## src/rtl/ext_irq_pkg.sv

```systemverilog
package ext_irq_pkg;
  localparam int NSRC      = 6;
  localparam int IDX_RESET = 0;
  localparam int IDX_STPCK = 1;
  localparam int IDX_SMI   = 2;
  localparam int IDX_INIT  = 3;
  localparam int IDX_NMI   = 4;
  localparam int IDX_INTR  = 5;
  localparam int BLK_BASE  = IDX_SMI;
  localparam int NBLK      = IDX_NMI - IDX_SMI + 1;
  localparam int BLK_NMI   = IDX_NMI - BLK_BASE;
  localparam logic [NSRC-1:0] EDGE_MASK = 6'b011100;
endpackage

```

## src/rtl/irq_sampler.sv

```systemverilog
module irq_sampler #(
  parameter int              N         = 6,
  parameter logic [N-1:0]    EDGE_MASK = '0
) (
  input  logic         clk_i,
  input  logic         rst_ni,
  input  logic [N-1:0] raw_i,
  output logic [N-1:0] evt_o
);
  logic [N-1:0] smp_q;

  always_ff @(posedge clk_i or negedge rst_ni)
    if (!rst_ni) smp_q <= '0;
    else         smp_q <= raw_i;

  for (genvar i = 0; i < N; i++) begin : g_bit
    if (EDGE_MASK[i]) begin : g_edge
      logic prev_q;
      always_ff @(posedge clk_i or negedge rst_ni)
        if (!rst_ni) prev_q <= 1'b0;
        else         prev_q <= smp_q[i];
      assign evt_o[i] = smp_q[i] & ~prev_q;

      AST_RISE_SINGLE: assert property (@(posedge clk_i) disable iff (!rst_ni)
        evt_o[i] |=> !evt_o[i]);
    end else begin : g_level
      assign evt_o[i] = smp_q[i];
    end
  end
endmodule

```

## src/rtl/irq_pend_cell.sv

```systemverilog
module irq_pend_cell (
  input  logic clk_i,
  input  logic rst_ni,
  input  logic evt_i,
  input  logic clr_i,
  output logic pend_o
);
  logic pend_q;

  // new edge wins over a clear in the same cycle
  always_ff @(posedge clk_i or negedge rst_ni)
    if (!rst_ni)    pend_q <= 1'b0;
    else if (evt_i) pend_q <= 1'b1;
    else if (clr_i) pend_q <= 1'b0;

  assign pend_o = pend_q;

  AST_PEND_KEEP: assert property (@(posedge clk_i) disable iff (!rst_ni)
    pend_q && !clr_i |=> pend_q);
  AST_PEND_SET: assert property (@(posedge clk_i) disable iff (!rst_ni)
    evt_i |=> pend_q);
endmodule

```

## src/rtl/irq_prio_pick.sv

```systemverilog
module irq_prio_pick #(
  parameter int N = 6
) (
  input  logic [N-1:0] req_i,
  output logic [N-1:0] gnt_o
);
  always_comb begin
    logic found;
    found = 1'b0;
    gnt_o = '0;
    for (int i = 0; i < N; i++) begin
      if (req_i[i] && !found) begin
        gnt_o[i] = 1'b1;
        found    = 1'b1;
      end
    end
  end
endmodule

```

## src/rtl/ext_irq_arbiter.sv

```systemverilog
module ext_irq_arbiter
  import ext_irq_pkg::*;
(
  input  logic            clk_i,
  input  logic            rst_ni,
  input  logic [NSRC-1:0] irq_i,
  input  logic            if_flag_i,
  input  logic            iret_i,
  input  logic [NBLK-1:0] blk_set_i,
  input  logic [NBLK-1:0] blk_clr_i,
  input  logic            ack_i,
  output logic [NSRC-1:0] req_o,
  output logic            req_valid_o
);
  logic [NSRC-1:0] evt, act, gnt, req_q;
  logic [NBLK-1:0] blk_q, blk_d;
  logic            ack_take;

  assign ack_take    = ack_i & req_valid_o;
  assign req_o       = req_q;
  assign req_valid_o = |req_q;

  irq_sampler #(.N(NSRC), .EDGE_MASK(EDGE_MASK)) u_smp (
    .clk_i (clk_i),
    .rst_ni(rst_ni),
    .raw_i (irq_i),
    .evt_o (evt)
  );

  for (genvar i = 0; i < NSRC; i++) begin : g_src
    if (EDGE_MASK[i]) begin : g_edge
      logic pend;
      irq_pend_cell u_pend (
        .clk_i (clk_i),
        .rst_ni(rst_ni),
        .evt_i (evt[i]),
        .clr_i (ack_take & req_q[i]),
        .pend_o(pend)
      );
      assign act[i] = (pend | evt[i]) & ~blk_q[i-BLK_BASE];
    end else if (i == IDX_INTR) begin : g_mask
      assign act[i] = evt[i] & if_flag_i;
    end else begin : g_level
      assign act[i] = evt[i];
    end
  end

  irq_prio_pick #(.N(NSRC)) u_pick (
    .req_i(act),
    .gnt_o(gnt)
  );

  // block flags: set wins over clear
  always_comb begin
    logic [NBLK-1:0] set_v, clr_v;
    set_v = blk_set_i;
    clr_v = blk_clr_i;
    set_v[BLK_NMI] = set_v[BLK_NMI] | (ack_take & req_q[IDX_NMI]);
    clr_v[BLK_NMI] = clr_v[BLK_NMI] | iret_i;
    blk_d = set_v | (blk_q & ~clr_v);
  end

  always_ff @(posedge clk_i or negedge rst_ni)
    if (!rst_ni) blk_q <= '0;
    else         blk_q <= blk_d;

  // output holds until acknowledged, then idles one cycle
  always_ff @(posedge clk_i or negedge rst_ni)
    if (!rst_ni)           req_q <= '0;
    else if (ack_take)     req_q <= '0;
    else if (!req_valid_o) req_q <= gnt;

  AST_ONE_HOT: assert property (@(posedge clk_i) disable iff (!rst_ni)
    $onehot0(req_o));
  AST_HOLD_REQ: assert property (@(posedge clk_i) disable iff (!rst_ni)
    req_valid_o && !ack_i |=> $stable(req_o));
  AST_ACK_DROP: assert property (@(posedge clk_i) disable iff (!rst_ni)
    ack_i && req_valid_o |=> !req_valid_o);
  AST_NMI_SELF_BLOCK: assert property (@(posedge clk_i) disable iff (!rst_ni)
    ack_i && req_o[IDX_NMI] |=> blk_q[BLK_NMI]);
  AST_INTR_MASK: assert property (@(posedge clk_i) disable iff (!rst_ni)
    $rose(req_o[IDX_INTR]) |-> $past(if_flag_i));
endmodule

```

## config.mk

```make
export PLATFORM = sky130hd
export DESIGN_NAME = ext_irq_arbiter
export DESIGN_NICKNAME = d
export VERILOG_FILES = /design/src/rtl/ext_irq_pkg.sv /design/src/rtl/irq_sampler.sv /design/src/rtl/irq_pend_cell.sv /design/src/rtl/irq_prio_pick.sv /design/src/rtl/ext_irq_arbiter.sv
export SDC_FILE = /design/constraint.sdc
export NUM_CORES = 1
export LEC_CHECK = 0
export BUFFER_PORTS_ARGS = -buffer_cell sky130_fd_sc_hd__buf_4
export CAP_MARGIN = 20
export CORE_MARGIN = 1.5
export CORE_UTILIZATION = 44
export CTS_BUF_LIST = sky130_fd_sc_hd__clkbuf_16
export CTS_CLUSTER_DIAMETER = 60
export DETAILED_ROUTE_END_ITERATION = 10
export PLACE_DENSITY = 0.69
export SLEW_MARGIN = 15
export SYNTH_ARGS = -nofsm -noshare
export SYNTH_HDL_FRONTEND = slang
export SYNTH_HIERARCHICAL = 1
export SYNTH_SLANG_ARGS = --single-unit
```

## constraint.sdc

```tcl
create_clock -name clk_i -period 1.4 [get_ports clk_i]
set_input_delay 0.14 -clock clk_i [delete_from_list [all_inputs] [get_ports clk_i]]
set_output_delay 0.14 -clock clk_i [all_outputs]
set_load 0.1 [all_outputs]
```

==> flow_summary_export.csv <==
group,metric,value,unit
layout,area_growth_syn_to_layout,44.30,%
pwr,vdd_ir_drop_max,0.001451,V
layout,layout-drive-gt1-share,43.43,%
timing,setup_violations,1,
timing,max_freq,0.7013,GHz
worst_setup_path,r2r_end,"req_o[3]",
global_routing,grt-ovfl-total,0,
timing,finalCriticalPeriod,1.426,ns
detailed_routing,firstDrtPassIters,4,
layout,diodes,0,
pwr,p_comb_share,39.6,%
placed_design,place.gp.congestion,0.7975,
pwr,power_leakage,0.0005714,uW
clocking,cts_root_buffer,"clkbuf_16",
layout,finalCoreUtilization,69.26,%
detailed_routing,num_vias,585,
layout,final_area,1235,um^2
detailed_routing,via_per_inst,4.718,
die,start_util,48.00,%
worst_setup_path,r2r_slack,0.10,ns
logic_synthesis,synthCells,66,
outcome,status,"complete, but fails checks",
outcome,violations,"setup timing",
die,ios,24,
timing,rsz0062_at_grt,"yes",
min_path,holdCritPathClass,"primary input to flip-flop",
timing,finalWorstSetupSlack,-0.02597,ns
detailed_routing,wl_per_cell,11.46,um
logic_synthesis,yosys_warnings,6,
placed_design,post-place-ws,0.1060,ns
die,die-area,2218,um^2
layout,fin_nets,117,
placed_design,port_buffers,23,
pwr,switchingPower,837.7,uW
detailed_routing,wl,1421,um
worst_setup_path,critPathKind,"flip-flop to output port",
die,die_w,47.10,um
global_routing,grt_max_degree,22,
worst_setup_path,arrival,1.29,ns
worst_setup_path,r2r_start,"u_smp/g_bit[3].g_edge.prev_q",
global_routing,grt_usage,16.18,%
detailed_routing,drt_iter0_drc,9,
die,die_h,47.10,um
logic_synthesis,syn-cell-area,855.8,um^2
pwr,cell_internal_pwr,1375,uW
worst_setup_path,cp_max_fo,2,
timing,relSlewSlack,79.34,%
timing,hold_viol,0,
pwr,powerDensity,1792,nW/um^2
detailed_routing,detail-route-antenna-nets,0,
clocking,cts_buffers,3,
pwr,p_seq_share,34.0,%
logic_synthesis,yosysSeqAreaShare,61.40,%
worst_setup_path,r2r_cells,5,
global_routing,antenna_found_initial,0,
pwr,power_frac_clock,26.4,%
die,coreArea,1783,um^2
worst_setup_path,start_kind,"flip-flop",
logic_synthesis,ys_types,16,
worst_setup_path,endpoint_kind,"output port",
clocking,insertion_delay,0.25,ns
clocking,clock-sinks,21,
timing,worstMarginPinSlew,0.3057,ns
timing,final_max_slew_viol_count,0,
flow_run,cap_violations,0,
worst_setup_path,crit_required,1.26,ns
timing,finClkSkew,0.001978,ns
clocking,cts_tree,"built",
logic_synthesis,ys_seq_elements,21,
timing,period_share,101.9,%
clocking,clock_path_buffers,2,
pwr,swShare,37.86,%
placed_design,dpl-instance-area,1062,um^2
die,rows,15,
clocking,htree_levels,1,
placed_design,dpl.hpwl,1031,um
global_routing,grt_pass1_vias,528,
logic_synthesis,postSynthAreaPerCell,12.97,um^2
detailed_routing,drcViolationCount,0,
timing,setup-tns-final,-0.02597,ns
global_routing,grt_pass1_wl,2359,um
worst_setup_path,worstSetupStartpoint,"req_o[1]",
logic_synthesis,synth_fp_nets,83,
worst_setup_path,endpoint,"req_valid_o",
clocking,cts.clk_slew.worst_paths,0.05,ns
[registers in the layout, summed over array words and instances, names as in the netlist]
name,flops
u_smp/smp_q,6
blk_q,3
u_smp/g_bit.g_edge.prev_q,3
req_o,6
g_src.g_edge.u_pend/pend_o,3
[cells in the final DEF (no fill, tap or decap), types with 3 or more instances in the layout]
cell           netlist  routed
and2_1               5       5
dfrtp_1             21      15
a32o_1               6       6
inv_1                6       6
nor2b_4              3       3
a21o_1               5       5
nor2_1               8       7
dfrtp_2              0       5
dlygate4sd3_1        0       7
clkbuf_16            0       3
buf_4                4      25
[layer usage]
metal / up-vias / global-route usage (%) / part of all wire, %
li1: 289 / - / -
met5: - / 0 / 0
met3: 2 / 6.923 / 6.2
met1: 277 / 21.16 / 46
met4: 0 / 6.667 / 1.6
met2: 17 / 23.84 / 46
[worst max-delay path: stages, from the launching register on]
cell and delay (ns):
dfrtp_2 0.42, nor4_4 0.35, nand2_4 0.08, buf_12 0.17
[worst min-delay path by stage]
stage	startpoint	slack (ns)	cells after the start	end
after CTS	blk_set_i[1]	0.06	2	blk_q[1]
after global routing	blk_set_i[0]	0.07	2	blk_q[0]
after global placement	rst_ni	0.03	1	blk_q[1]
after detailed placement	rst_ni	0.04	1	u_smp/g_bit[3].g_edge.prev_q
after floorplan	rst_ni	-0.16	0	blk_q[0]
final	blk_set_i[1]	0.07	2	blk_q[1]
[logic make-up after synthesis]
group	share of synthesized area (%)
AOI/OAI and AO/OA	12.43
DFF	61.40
buffers and inverters	6.140
and+or+nand+nor	20.03
[per-stage QoR]
stage | hold WS, ns | total power (uW) | instances
finish | 0.06746 | 2212 | 124
global route | 0.06665 | 2311 | 124
CTS | 0.06354 | 2234 | 124
detailed placement | 0.03626 | 1545 | 112
global placement | 0.03295 | 1538 | 112
floorplan | -0.1556 | 1344 | 66
[synthesized netlist by cell type]
| cell | number | area (um^2) |
|---|---|---|
| a211o_1 | 1 | 8.760 |
| a21o_1 | 5 | 37.54 |
| a32o_1 | 6 | 60.06 |
| and2_1 | 5 | 31.28 |
| and3b_1 | 1 | 8.760 |
| buf_4 | 4 | 30.03 |
| dfrtp_1 | 21 | 525.5 |
| inv_1 | 6 | 22.52 |
| nand2_1 | 1 | 3.750 |
| nor2_1 | 8 | 30.03 |
| nor2b_1 | 1 | 6.260 |
| nor2b_4 | 3 | 41.29 |
| nor3b_1 | 1 | 7.510 |
| nor4_2 | 1 | 12.51 |
| nor4_4 | 1 | 21.27 |
| nor4b_1 | 1 | 8.760 |
[layout make-up]
class / instances / area, um^2
Fill cell: 144 / 548.0
Sequential cell: 21 / 535.5
Inverter: 6 / 22.52
Clock inverter: 1 / 5.005
Clock buffer: 3 / 75.07
Tap cell: 25 / 31.28
Multi-Input combinational cell: 35 / 287.8
Timing Repair Buffer: 33 / 277.8
[repair_timing]
item | in CTS | in global routing
endpoints found under the setup margin | 1 | 3
setup buffers | 1 | 0
hold buffers | 7 | 0
gates resized for setup | 3 | 1
endpoints found under the hold margin | 27 | 0
pin swaps | 2 | 5
[power by group through the flow]
stage	Combinational (uW)	Sequential (uW)	Clock (uW)
6_report	876	752	584
4_1_cts	875	751	608
3_3_place_gp	778	759	0
3_5_place_dp	782	763	0
2_1_floorplan	337	1010	0
5_1_grt	923	762	626
No activity file was read; power rests on OpenSTA's default activity.
